`config.mk`:
```
export PLATFORM = sky130hd
export DESIGN_NAME = stack_seq
export DESIGN_NICKNAME = d
export VERILOG_FILES = /design/src/rtl/stack_seq.sv
export SDC_FILE = /design/constraint.sdc
export NUM_CORES = 1
export LEC_CHECK = 0
export ABC_AREA = 0
export ABC_CLOCK_PERIOD_IN_PS = 3450
export BUFFER_PORTS_ARGS = -buffer_cell sky130_fd_sc_hd__buf_4
export CELL_PAD_IN_SITES_DETAIL_PLACEMENT = 0
export CELL_PAD_IN_SITES_GLOBAL_PLACEMENT = 2
export CORE_MARGIN = 5
export CORE_UTILIZATION = 26
export CTS_CLUSTER_DIAMETER = 40
export CTS_CLUSTER_SIZE = 20
export DETAILED_ROUTE_END_ITERATION = 10
export PLACE_DENSITY = 0.87
export SLEW_MARGIN = 20
export SYNTH_ARGS = -nofsm -noshare
export SYNTH_HDL_FRONTEND = slang
export SYNTH_SLANG_ARGS = --single-unit
```
`constraint.sdc`:
```
create_clock -name clk -period 3.45 [get_ports clk]
set_input_delay 0.69 -clock clk [delete_from_list [all_inputs] [get_ports clk]]
set_output_delay 0.69 -clock clk [all_outputs]
set_load 0.005 [all_outputs]
```
`src/rtl/stack_seq.sv`:
```
module stack_seq #(
  parameter int DW = 32,
  parameter int RID_W = 4,
  parameter int WORD_BYTES = 4,
  parameter logic [RID_W-1:0] SP_ID = 4,
  parameter logic [RID_W-1:0] NONE_ID = '1
) (
  input  logic             clk,
  input  logic             rst_n,
  input  logic             start,
  input  logic [1:0]       op,
  input  logic [RID_W-1:0] dst_id,
  input  logic [DW-1:0]    src_val,
  input  logic [DW-1:0]    sp_cur,
  input  logic [DW-1:0]    dest_pc,
  input  logic [DW-1:0]    ret_pc,
  output logic             mem_req,
  output logic             mem_we,
  output logic [DW-1:0]    mem_addr,
  output logic [DW-1:0]    mem_wdata,
  input  logic [DW-1:0]    mem_rdata,
  input  logic             mem_ack,
  input  logic             mem_err,
  output logic             done,
  output logic [2:0]       stat,
  output logic             sp_we,
  output logic [DW-1:0]    sp_new,
  output logic             rf_we,
  output logic [RID_W-1:0] rf_id,
  output logic [DW-1:0]    rf_data,
  output logic             pc_we,
  output logic [DW-1:0]    pc_new
);
  localparam logic [DW-1:0] STEP = DW'(WORD_BYTES);
  localparam logic [1:0] OP_POP = 2'b01;
  localparam logic [2:0] ST_OK = 3'd1;
  localparam logic [2:0] ST_ADR = 3'd3;

  typedef enum logic [1:0] {S_IDLE, S_MEM, S_FIN} state_t;
  state_t state;

  logic [1:0]       op_q;
  logic [RID_W-1:0] dst_q;
  logic [DW-1:0]    sp_q, tgt_q, data_q;
  logic             err_q;

  logic down, ok, pop_to_sp;
  assign down      = ~op_q[0];
  assign ok        = done & ~err_q;
  assign pop_to_sp = (op_q == OP_POP) && (dst_q == SP_ID);

  always_ff @(posedge clk or negedge rst_n) begin
    if (!rst_n) begin
      state  <= S_IDLE;
      op_q   <= '0;
      dst_q  <= '0;
      sp_q   <= '0;
      tgt_q  <= '0;
      data_q <= '0;
      err_q  <= 1'b0;
    end else begin
      case (state)
        S_IDLE: if (start) begin
          op_q   <= op;
          dst_q  <= dst_id;
          sp_q   <= sp_cur;
          tgt_q  <= dest_pc;
          data_q <= (op == 2'b10) ? ret_pc : src_val;
          err_q  <= 1'b0;
          state  <= S_MEM;
        end
        S_MEM: if (mem_ack || mem_err) begin
          err_q <= mem_err;
          if (!down) data_q <= mem_rdata;
          state <= S_FIN;
        end
        default: state <= S_IDLE;
      endcase
    end
  end

  assign mem_req   = (state == S_MEM);
  assign mem_we    = mem_req & down;
  assign mem_addr  = down ? sp_q - STEP : sp_q;
  assign mem_wdata = data_q;

  assign done    = (state == S_FIN);
  assign stat    = err_q ? ST_ADR : ST_OK;
  assign sp_we   = ok;
  assign sp_new  = pop_to_sp ? data_q : (down ? sp_q - STEP : sp_q + STEP);
  assign rf_we   = ok && (op_q == OP_POP) && (dst_q != SP_ID) && (dst_q != NONE_ID);
  assign rf_id   = dst_q;
  assign rf_data = data_q;
  assign pc_we   = ok & op_q[1];
  assign pc_new  = op_q[0] ? data_q : tgt_q;

  p_done_pulse_r9: assert property (@(posedge clk) disable iff (!rst_n)
    done |=> !done);
  p_hold_req_r9: assert property (@(posedge clk) disable iff (!rst_n)
    (mem_req && !mem_ack && !mem_err) |=> (mem_req && $stable(mem_addr)));
  p_push_addr_r2: assert property (@(posedge clk) disable iff (!rst_n)
    (state == S_IDLE && start && op == 2'b00) |=> (mem_we && mem_addr == $past(sp_cur) - STEP));
  p_err_quiet_r8: assert property (@(posedge clk) disable iff (!rst_n)
    (done && stat == ST_ADR) |-> !(sp_we || pc_we || rf_we));
  p_busy_ignore_r10: assert property (@(posedge clk) disable iff (!rst_n)
    (mem_req && !mem_ack && !mem_err) |=> $stable(mem_wdata));
  p_idle_quiet_r1: assert property (@(posedge clk) disable iff (!rst_n)
    (state == S_IDLE) |-> !(sp_we || pc_we || rf_we || mem_req));
endmodule

```
=== Word-level counts from Yosys, hierarchy flattened ===
Index checks and enable logic that the tools add are counted.

* Output and inout bits: 173
* Register bits: 105

* Mux-type cells: 16
* Bitwise gates (word level): 5
* Add/subtract/negate cells: 2
* Eq/ne operators: 10
* Reductions and logical operators: 11

{| class="wikitable"
|+ Operator list
! kind !! number
|-
| $mux 32 || 8
|-
| $pmux 32 s2 || 1
|-
| $add 32x3->32 const B || 1
|-
| $sub 32x3->32 const B || 1
|-
| $mux 2 || 3
|-
| $eq 2x1->1 const B || 2
|-
| $eq 2x2->1 const B || 2
|-
| $eq 4x3->1 const B || 1
|-
| $logic_and 1x1->1 || 4
|-
| $ne 2x1->1 const B || 2
|-
| $ne 4x3->1 const B || 1
|-
| $ne 4x4->1 const B || 1
|-
| $pmux 2 s2 || 1
|-
| $reduce_and 2->1 || 2
|-
| $reduce_and 4->1 || 1
|-
| $and 1x1->1 || 3
|-
| $reduce_and 3->1 || 1
|-
| $logic_not 2->1 || 1
|-
| $mux 1 || 2
|-
| $ne 2x2->1 const B || 1
|-
| $not 1->1 || 2
|-
| $pmux 1 s2 || 1
|-
| $reduce_bool 2->1 || 1
|-
| $logic_or 1x1->1 || 1
|}

=== Longest topological paths before layout ===
* Depth in word-level cells: 5
* Gate-level depth with buffers: 8
* Depth with buffers taken out: 7

=== Least setup slack after synthesis ===
OpenSTA, ideal clock, no wires.

* Path kind: register to output
* From: reg op_q[0]
* To: out sp_new[23]
* Arrival: 2.129 ns
* Cell stages (with the launch flop): 8
* Slack: 0.631 ns
* Cells stage by stage: dfrtp_1 -> buf_6 -> or3_1 -> or2_1 -> buf_6 -> or4_1 -> and3_1 -> nor3_1

* Longest elaborated chain between the ends: 3
* Elaborated cells on any way between the ends: 4

{| class="wikitable"
|+ RTL lines
! what !! line !! source
|-
| start: declaration || 42 || <nowiki>logic [1:0] op_q;</nowiki>
|-
| start signal: assignment || 64 || <nowiki>op_q <= op;</nowiki>
|-
| $eq 2x1->1 || 50 || <nowiki>assign pop_to_sp = (op_q == OP_POP) && (dst_q == SP_ID);</nowiki>
|-
| $logic_and 1x1->1 || 50 ||
|-
| $mux 32 * || 90 || <nowiki>assign sp_new = pop_to_sp ? data_q : (down ? sp_q - STEP : sp_q + STEP);</nowiki>
|-
| end: declaration || 27 || <nowiki>output logic [DW-1:0] sp_new,</nowiki>
|}

Mark *: on every way between the ends. The rest lies on a longest branch, timed or not.

=== Worst setup path in the final report ===
* From: reg sp_q[21]
* To: out sp_new[25]

* Longest elaborated chain between the ends: 3
* Elaborated cells on any way between the ends: 4

{| class="wikitable"
|+ RTL lines
! what !! line !! source
|-
| start: declaration || 44 || <nowiki>logic [DW-1:0] sp_q, tgt_q, data_q;</nowiki>
|-
| start signal: assignment || 66 || <nowiki>sp_q <= sp_cur;</nowiki>
|-
| $sub 32x3->32 / $add 32x3->32 (equally long branches) || 90 ||
|-
| $mux 32 * (2 in a row) || 90 ||
|}

Marked as above.

==> results.json <==
{
  "grt_pass1_vias": 7159,
  "start_util_pct": 26.2,
  "synthFlopType": "dfrtp_1",
  "drive_above_1_share_pct": 49.1,
  "dr_total_vias": 6841,
  "final.setup.tns_ps": 0,
  "p_switching_uw": 3120,
  "fmax_ghz": 0.296,
  "cp_num_buf_inv": 1,
  "synth_commonest_cells": "105 x dfrtp_1, 97 x mux2_2, 83 x nand2_1",
  "syn_avg_cell_area_um2": 9.10,
  "worstPathArrival_ps": 2690,
  "worstSkewPairLatency_ps": 360,
  "fin_nets": 1266,
  "cap_violations": 0,
  "synth-edff-count": 0,
  "drt_first_pass_iters": 4,
  "dp_hpwl_um": 22600,
  "synth.most_common_cell": "dfrtp_1",
  "die-area_um2": 31200,
  "cp.depth": 6,
  "yosysTopAreaCell": "dfrtp_1",
  "synth_seq_cells": 105,
  "yosys_warnings": 0,
  "critical_path.startpoint_type": "flip-flop",
  "combPwrFrac_pct": 54.3,
  "synth_top_area_share_pct": 36.4,
  "slew_headroom_pct": 36.6,
  "p_leak_uw": 0.00469,
  "clockBufferDepth": 2,
  "numCtsBuffers": 9,
  "cp-end-kind": "output port",
  "drt_iter0_drc": 296,
  "slowest_stage": "or4_4",
  "grt_max_degree": 68,
  "seq_power_share_pct": 31.9,
  "fin_area_um2": 10500,
  "final_cells": 1474,
  "worstPathCellList": "or4_4 > or4_4 > o311a_1 > a211oi_1 > o31ai_1 > buf_4",
  "fp.dieW_um": 177,
  "wl_um": 29000,
  "die_y_um": 177,
  "fin_crit_sh_pct": 98.0,
  "portBuffers": 341,
  "place_inst": 1451,
  "grt_setup_unrepaired": "no",
  "hold_slack_ps": 445,
  "status": "finished, final reports clean",
  "vdd.ir_drop.worst_mv": 0.249,
  "final-max-slew-violation-count": 0,
  "path_clk_slew_ps": 80,
  "cts_max_level": 3,
  "r2r-start": "state[1]",
  "total_power_uw": 7650,
  "synth.area.top_cells": "dfrtp_1 36%, mux2_2 15%, mux2i_1 5.0%, nand2_1 4.3%, buf_4 4.2%",
  "grt_pass1_wl_um": 43500,
  "hp-class": "in -> async",
  "grt_overflow": 0,
  "reg2reg_slack_ps": 1490,
  "syn_to_final_growth_pct": 45.0,
  "synthCells": 792,
  "holdBufCountCts": 0,
  "clockPowerShare_pct": 13.8,
  "clkSinkCount": 105,
  "crit_family": "simple AND/OR/NAND/NOR gates",
  "syn_area_um2": 7210,
  "hold_violations": 0,
  "drc_errors": 0,
  "path_class": "reg -> out",
  "antenna_found_initial": 1,
  "cts_tree": "done",
  "io_pins": 344,
  "required_ps": 2760,
  "root_buffer": "clkbuf_16",
  "syn-num-nets": 967,
  "skew_ps": 15.7,
  "setup_viol_count_final": 0,
  "internal_power_uw": 4530,
  "ant_nets": 0,
  "path_common_cell": "or4_4",
  "fillCellCount": 2841,
  "wl_per_cell_um": 19.7,
  "ys_async_sr_fraction_pct": 100,
  "worstReg2RegEnd": "mem_wdata[3]",
  "slowest_delay_ps": 570,
  "gp_congestion": 0.820,
  "coreArea_um2": 27600,
  "crit_fanout": 9,
  "synth_cell_types": 63,
  "fin_crit_ps": 3380,
  "viasPerCell": 4.64,
  "netSwitchingFraction_pct": 40.8,
  "ys_seq_area_share_pct": 36.4,
  "core.rowCount": 61,
  "postPlaceCellArea_um2": 10000,
  "r2r_cells": 6,
  "powerDensity_nw_per_um2": 732,
  "gr-usage-all-layers_pct": 18.0,
  "tightestPinTransition_ps": 951
}
## kinds of logic after synthesis
family                     synth area share [%]
muxes                                      20.3
and+or+nand+nor                            18.0
xor gates and xnor gates                   5.71
DFF                                        36.4
adders and majority gates                 0.694
other                                     0.104
AOI/OAI and AO/OA                          10.2
buffers and inverters                      8.49
## metal layers
| metal | global-route usage (%) | vias to the layer above | wire length (um) |
|---|---|---|---|
| met1 | 23.9 | 3214 | 12600 |
| met4 | 4.51 | 0 | 503 |
| met3 | 4.26 | 36 | 1960 |
| met5 | 0 | - | 0 |
| li1 | - | 3342 | - |
| met2 | 29.8 | 249 | 13900 |
## state kept, by name (all words and copies together), names as in the netlist
register and count:
op_q 2, err_q 1, tgt_q 32, mem_wdata 32
state 2, sp_q 32, rf_id 4
## cell type report
| class | count | area, um2 | share of cell area (%) |
|---|---|---|---|
| multi-input combinational | 577 | 4070 | 38.9 |
| timing repair buffer | 391 | 2970 | 28.4 |
| sequential | 105 | 2630 | 25.2 |
| tap | 378 | 473 | 4.52 |
| clock buffer | 9 | 225 | 2.15 |
| clock inverter | 6 | 57.6 | 0.550 |
| inverter | 7 | 26.3 | 0.251 |
| antenna | 1 | 2.50 | 0.0239 |
## power groups by stage
stage          registers (uW)  clock network [uW]  logic, uW
2_1_floorplan            2070                   0       2280
3_3_place_gp             2450                   0       4160
3_5_place_dp             2460                   0       4170
4_1_cts                  2450                1100       4200
5_1_grt                  2540                1130       4540
6_report                 2440                1060       4150
## placed cells by master (no fill, tap or decap), types with 15 or more instances in the layout
master / count
nand2_1: 83
o21ai_0: 59
nor3_1: 17
dfrtp_1: 101
xnor2_1: 23
nand3_1: 15
a21oi_1: 41
mux2_2: 97
nor2_1: 66
buf_4: 386
mux2i_1: 36
xor2_1: 24
## timing repair
item                       4_1_cts  5_1_grt
hold endpoints to repair         0        0
pin swaps                        1        4
buffers inserted                 2        5
gates resized for setup          6       14
setup endpoints to repair        9       16
## worst max path at each step
stage,start,to
floorplan,op_q[0],sp_new[23]
global placement,sp_q[6],sp_new[23]
detailed placement,sp_q[10],sp_new[23]
CTS,sp_q[13],sp_new[29]
global route,sp_q[21],sp_new[25]
finish,sp_q[21],sp_new[25]
## worst register-to-register path, delay by kind of cell (launching register included)
| kind | cells | cell delay [ps] |
|---|---|---|
| AND/OR/NAND/NOR | 2 | 350 |
| AO/OA/AOI/OAI | 2 | 290 |
| flip-flops | 1 | 400 |
| buffers and inverters | 2 | 790 |
## through the flow
stage	utilization [%]	setup WS (ps)
finish	38.0	70.2
CTS	37.6	10.3
global placement	36.4	286
detailed placement	36.4	254
floorplan	-	631
global route	38.0	0.919
No activity file was read; power rests on OpenSTA's default activity.
